## config.mk

```make
export PLATFORM = sky130hd
export DESIGN_NAME = ep_buf_addr_gen
export DESIGN_NICKNAME = d
export VERILOG_FILES = /design/src/rtl/ep_addr_pkg.sv /design/src/rtl/ep_region_sel.sv /design/src/rtl/ep_addr_add.sv /design/src/rtl/ep_buf_addr_gen.sv
export SDC_FILE = /design/constraint.sdc
export NUM_CORES = 1
export LEC_CHECK = 0
export BUFFER_PORTS_ARGS = -buffer_cell sky130_fd_sc_hd__buf_2
export CORE_ASPECT_RATIO = 1.5
export CORE_UTILIZATION = 42
export DETAILED_ROUTE_END_ITERATION = 12
export PLACE_DENSITY = 0.74
export SETUP_SLACK_MARGIN = 0.05
export SYNTH_ARGS = -nofsm -noshare
export SYNTH_HDL_FRONTEND = slang
export SYNTH_HIERARCHICAL = 1
export SYNTH_SLANG_ARGS = --single-unit
export TNS_END_PERCENT = 10
```

## constraint.sdc

```tcl
create_clock -name clk -period 1.5 [get_ports clk]
set_input_delay 0 -clock clk [delete_from_list [all_inputs] [get_ports clk]]
set_output_delay 0 -clock clk [all_outputs]
set_load 0.02 [all_outputs]
```

## src/rtl/ep_addr_pkg.sv

```systemverilog
package ep_addr_pkg;
    typedef enum logic [1:0] {
        SLOT_0 = 2'd0,
        SLOT_1 = 2'd1,
        SLOT_2 = 2'd2,
        SLOT_3 = 2'd3
    } slot_e;
endpackage

```

## src/rtl/ep_region_sel.sv

```systemverilog
module ep_region_sel
    import ep_addr_pkg::*;
(
    input  logic  shared_i,
    input  logic  ep4_sel_i,
    input  logic  rx_en_i,
    input  logic  tx_en_i,
    input  logic  dbl_i,
    input  logic  dir_tx_i,
    input  logic  tog_i,
    output slot_e slot_o,
    output logic  hit_o
);
    logic dir_en;
    logic both_en;

    always_comb begin
        dir_en  = dir_tx_i ? tx_en_i : rx_en_i;
        both_en = rx_en_i && tx_en_i;
        hit_o   = dir_en;
        slot_o  = SLOT_0;
        if (shared_i) begin
            if (!ep4_sel_i) begin
                // control endpoint always lives at the base
                hit_o  = 1'b1;
                slot_o = SLOT_0;
            end else if (dir_tx_i && rx_en_i) begin
                slot_o = SLOT_2;
            end else begin
                slot_o = SLOT_1;
            end
        end else if (dbl_i) begin
            slot_o = slot_e'({both_en && dir_tx_i, tog_i});
        end else begin
            slot_o = slot_e'({1'b0, both_en && dir_tx_i});
        end
    end
endmodule

```

## src/rtl/ep_addr_add.sv

```systemverilog
module ep_addr_add
    import ep_addr_pkg::*;
#(
    parameter int ADDR_W    = 13,
    parameter int BUF_BYTES = 64,
    localparam int IDX_W    = $clog2(BUF_BYTES),
    localparam int OFS_W    = IDX_W + 1
) (
    input  logic [ADDR_W-1:0] start_i,
    input  slot_e             slot_i,
    input  logic [OFS_W-1:0]  offset_i,
    output logic [ADDR_W-1:0] addr_o,
    output logic              past_end_o
);
    localparam logic [ADDR_W-1:0] REGION_A = ADDR_W'(BUF_BYTES);

    logic [ADDR_W-1:0] base;
    logic [ADDR_W-1:0] region;
    logic [ADDR_W-1:0] byte_ofs;

    always_comb begin
        base       = {start_i[ADDR_W-1:1], 1'b0};
        region     = ADDR_W'(slot_i) * REGION_A;
        byte_ofs   = ADDR_W'(offset_i[IDX_W-1:0]);
        addr_o     = base + region + byte_ofs;
        past_end_o = offset_i[IDX_W];
    end
endmodule

```

## src/rtl/ep_buf_addr_gen.sv

```systemverilog
module ep_buf_addr_gen
    import ep_addr_pkg::*;
#(
    parameter int ADDR_W    = 13,
    parameter int BUF_BYTES = 64,
    localparam int OFS_W    = $clog2(BUF_BYTES) + 1
) (
    input  logic              clk,
    input  logic              rst_n,
    input  logic              req_i,
    input  logic              shared_i,
    input  logic              ep4_sel_i,
    input  logic              rx_en_i,
    input  logic              tx_en_i,
    input  logic              dbl_i,
    input  logic              dir_tx_i,
    input  logic              tog_i,
    input  logic [ADDR_W-1:0] start_i,
    input  logic [OFS_W-1:0]  offset_i,
    output logic [ADDR_W-1:0] addr_o,
    output logic              valid_o,
    output logic              ovf_o
);
    typedef struct packed {
        logic [ADDR_W-1:0] addr;
        logic              valid;
        logic              ovf;
    } out_t;

    out_t              st_d, st_q;
    slot_e             slot;
    logic              hit;
    logic [ADDR_W-1:0] sum_addr;
    logic              past_end;

    ep_region_sel u_sel (
        .shared_i  (shared_i),
        .ep4_sel_i (ep4_sel_i),
        .rx_en_i   (rx_en_i),
        .tx_en_i   (tx_en_i),
        .dbl_i     (dbl_i),
        .dir_tx_i  (dir_tx_i),
        .tog_i     (tog_i),
        .slot_o    (slot),
        .hit_o     (hit)
    );

    ep_addr_add #(
        .ADDR_W    (ADDR_W),
        .BUF_BYTES (BUF_BYTES)
    ) u_add (
        .start_i    (start_i),
        .slot_i     (slot),
        .offset_i   (offset_i),
        .addr_o     (sum_addr),
        .past_end_o (past_end)
    );

    always_comb begin
        st_d       = st_q;
        st_d.valid = 1'b0;
        st_d.ovf   = 1'b0;
        if (req_i) begin
            st_d.addr  = sum_addr;
            st_d.ovf   = hit && past_end;
            st_d.valid = hit && !past_end;
        end
    end

    always_ff @(posedge clk) begin
        if (!rst_n) st_q <= '0;
        else        st_q <= st_d;
    end

    assign addr_o  = st_q.addr;
    assign valid_o = st_q.valid;
    assign ovf_o   = st_q.ovf;

    AST_NO_OVERFLOW: assert property (@(posedge clk) disable iff (!rst_n)
        ovf_o |-> !valid_o);
    AST_IDLE_QUIET: assert property (@(posedge clk) disable iff (!rst_n)
        !req_i |=> (!valid_o && !ovf_o));
    AST_DISABLED_EP: assert property (@(posedge clk) disable iff (!rst_n)
        (req_i && !shared_i && !rx_en_i && !tx_en_i) |=> (!valid_o && !ovf_o));
    AST_EVEN_BASE: assert property (@(posedge clk) disable iff (!rst_n)
        (req_i && offset_i[0] == 1'b0) |=> (addr_o[0] == 1'b0));
    AST_EP0_BASE: assert property (@(posedge clk) disable iff (!rst_n)
        (req_i && shared_i && !ep4_sel_i && offset_i == '0)
        |=> (valid_o && addr_o == {$past(start_i[ADDR_W-1:1]), 1'b0}));
endmodule

```

==> flow_summary.yaml <==
synth:
  synth_ff_type: "dfxtp_1"
  ys_seq_area_share_pct: 29.7
  syn_inst: 105
  netlist_area_um2: 1010
  avgSynthCellArea_um2: 9.62
  syn_nets: 143
  yosysUniqueCellTypes: 30
  synth_edf_count: 0
  synth-warning-count: 6
  async_reset_ff_share_pct: 0
  synth_seq_cells: 15
timing:
  worst_pin_slew_ns: 0.392
  fin_hold_ws_ns: 0.0604
  fmax_mhz: 721
  setup_violations: 0
  tns_ns: 0
  period_minus_slack_ns: 1.39
  relSlewSlack_pct: 73.8
  fin_ws_ns: 0.114
  final_max_slew_viol_count: 0
  hold_viol_final: 0
  period_share_pct: 92.4
  fin_worst_skew_ns: 0
  grt_setup_unrepaired: "yes"
detailed_routing:
  wirelength_um: 2140
  viasPerCell: 5.24
  vias: 943
  drtIter0Drc: 9
  ant_nets: 0
  first_pass_iters: 4
  drc: 0
  routedWlPerCell_um: 11.9
critical_path:
  cp-start-kind: "input pin"
  worstSetupPathType: "input pin to register"
  end_kind: "register"
  required_ns: 1.69
  cp_max_fo: 4
  timing.rr.end: "addr_o[7]$_SDFFE_PN0P_"
  reg2reg_depth: 2
  crit_arrival_ns: 1.57
  reg2reg_slack_ns: 0.89
  r2r-start: "addr_o[7]$_SDFFE_PN0P_"
cts:
  htreeDepth: 1
  cts_buffers: 3
  clock_path_buffers: 2
  worstSkewPairLatency_ns: 0.28
  cts_tree: "done"
  cts_root_buffer: "clkbuf_4"
  path_clk_slew_ns: 0.09
  clock_sinks: 15
cells_and_area:
  post-route-util_pct: 59.0
  final_cells: 180
  multiInputGateArea_um2: 659
  seqCellArea_um2: 300
  layout.nets: 196
  fillers: 214
  diodes: 0
  drive_gt1_share_pct: 41.4
  area_delta_synth_final_pct: 32.1
global_route:
  overflow: 0
  gr-usage-all-layers_pct: 17.0
  antenna_found_initial: 0
  grt_max_degree: 15
  first_global_vias: 855
  grt_pass1_wl_um: 3310
min_path:
  hp-start: "rst_n"
  holdPathStages: 2
  worstHoldEndpoint: "addr_o[7]$_SDFFE_PN0P_"
  hp-class: "input pin to register"
die:
  die_area_um2: 2610
  core_um2: 2260
  pin_count: 45
  die_x_um: 42.0
  dieHeight_um: 62.1
  num_rows: 21
  start_util_pct: 44.7
placed_design:
  dp.cells: 174
  dpl_worst_slack_ns: -0.198
  gp_congestion: 0.797
  io_buffers: 43
  post-dp-hpwl_um: 1730
power:
  p_sw_share_pct: 32.9
  leakage_nw: 0.682
  pwr_density_cell_nw_per_um2: 797
  vdd_drop_max_mv: 0.757
  power_frac_comb_pct: 36.6
  p_int_mw: 0.714
  seq_power_share_pct: 42.0
  power_switching_mw: 0.349
  clkPwrFrac_pct: 21.4
run:
  drv_cap: 0
run_status:
  status: "complete, no violations"
-- power groups by stage --
stage               clock network [mW]  registers (mW)  logic (mW)
floorplan                            0           0.498       0.206
global placement                     0           0.455       0.365
detailed placement                   0           0.457       0.375
CTS                              0.244           0.448       0.381
global route                     0.268           0.452       0.428
finish                           0.227           0.447       0.389
-- state kept, by name, indices dropped and copies added (netlist names) --
name and cells:
addr_o 13, ovf_o 1, valid_o 1
-- critical path, stage by stage --
cell and delay [ns]:
buf_2 0.10, ha_1 0.23, fa_2 0.36, a21oi_2 0.22, o221ai_4 0.16, o211ai_1 0.25
a21boi_2 0.08, mux2i_1 0.13, nor2b_1 0.05
-- cells in the final DEF (no fill, tap or decap) --
cell type	synthesis	layout
or2_2	1	1
ha_1	7	7
nor2_1	2	2
buf_2	0	43
o21ai_0	2	2
a21boi_2	1	1
o2111ai_1	1	1
nand4_1	2	2
nand3_2	0	1
dfxtp_1	15	15
o211ai_1	2	2
a211oi_1	1	1
and3_1	1	1
o221ai_4	0	1
inv_1	6	6
mux2i_1	14	14
nand2_1	5	5
xnor2_1	7	7
o21ai_1	1	1
fa_2	0	1
a21oi_1	5	4
xor2_1	2	2
nand3_1	4	3
dlygate4sd3_1	0	2
a21o_1	1	1
clkbuf_4	0	3
a21oi_2	2	3
o211ai_2	2	2
and4b_1	1	1
buf_4	2	8
nor2b_1	13	13
clkinv_2	0	1
-- metrics by stage --
step           area [µm²]  total power, mW
2_1_floorplan        1010            0.705
4_1_cts              1310             1.07
5_1_grt              1330             1.15
6_report             1330             1.06
3_3_place_gp         1270            0.820
3_5_place_dp         1270            0.832
-- cell type report --
type,count,share of cell area [%]
Clock buffer,3,1.69
Clock inverter,1,0.375
Inverter,6,1.69
Multi-Input combinational cell,79,49.4
Sequential cell,15,22.5
Tap cell,23,2.16
Timing Repair Buffer,53,22.1
-- synth_stat cells, types with 2 or more instances --
master,n,area (µm²)
inv_1,6,22.5
o21ai_0,2,10.0
nor2b_1,13,81.3
nand4_1,2,12.5
mux2i_1,14,140
xor2_1,2,17.5
ha_1,7,87.6
o211ai_2,2,25.0
nor2_1,2,7.51
nand3_1,4,20.0
buf_4,2,15.0
nand2_1,5,18.8
o211ai_1,2,15.0
a21oi_1,5,25.0
a21oi_2,2,17.5
xnor2_1,7,61.3
dfxtp_1,15,300
-- logic make-up (layout without fill, tap and decap cells) --
family / count (synthesis) / count (layout) / share of synthesized area [%]
AND/OR/NAND/NOR: 29 / 29 / 16.1
AO/OA/AOI/OAI: 19 / 19 / 14.6
buffers and inverters: 11 / 63 / 7.19
adder cells (fa/ha/maj): 8 / 8 / 10.7
XOR/XNOR: 9 / 9 / 7.81
flip-flops: 15 / 15 / 29.7
multiplexers: 14 / 14 / 13.9
-- timing repair --
item / CTS / global route
resized for setup: 0 / 3
setup endpoints to repair: 0 / 4
endpoints found under the hold margin: 3 / 0
buffers inserted: 0 / 0
hold buffers: 2 / 0
-- worst max path at each step --
stage	endpoint	depth (start not counted)	slack [ns]	startpoint
floorplan	addr_o[9]$_SDFFE_PN0P_	10	-0.001	rx_en_i
global placement	addr_o[9]$_SDFFE_PN0P_	11	-0.15	rx_en_i
detailed placement	addr_o[9]$_SDFFE_PN0P_	11	-0.20	rx_en_i
CTS	addr_o[11]$_SDFFE_PN0P_	11	0.10	rx_en_i
finish	addr_o[9]$_SDFFE_PN0P_	9	0.11	start_i[1]
global route	addr_o[11]$_SDFFE_PN0P_	11	-0.04	tx_en_i
-- layer usage --
layer	vias to the layer above	track usage (%)	part of all wire, %
met5	-	0	0
met4	0	5.80	1.1
met3	2	5.20	5.1
met2	30	35.5	57
met1	438	15.4	37
li1	473	-	-
Power figures use the tool's default switching activity.
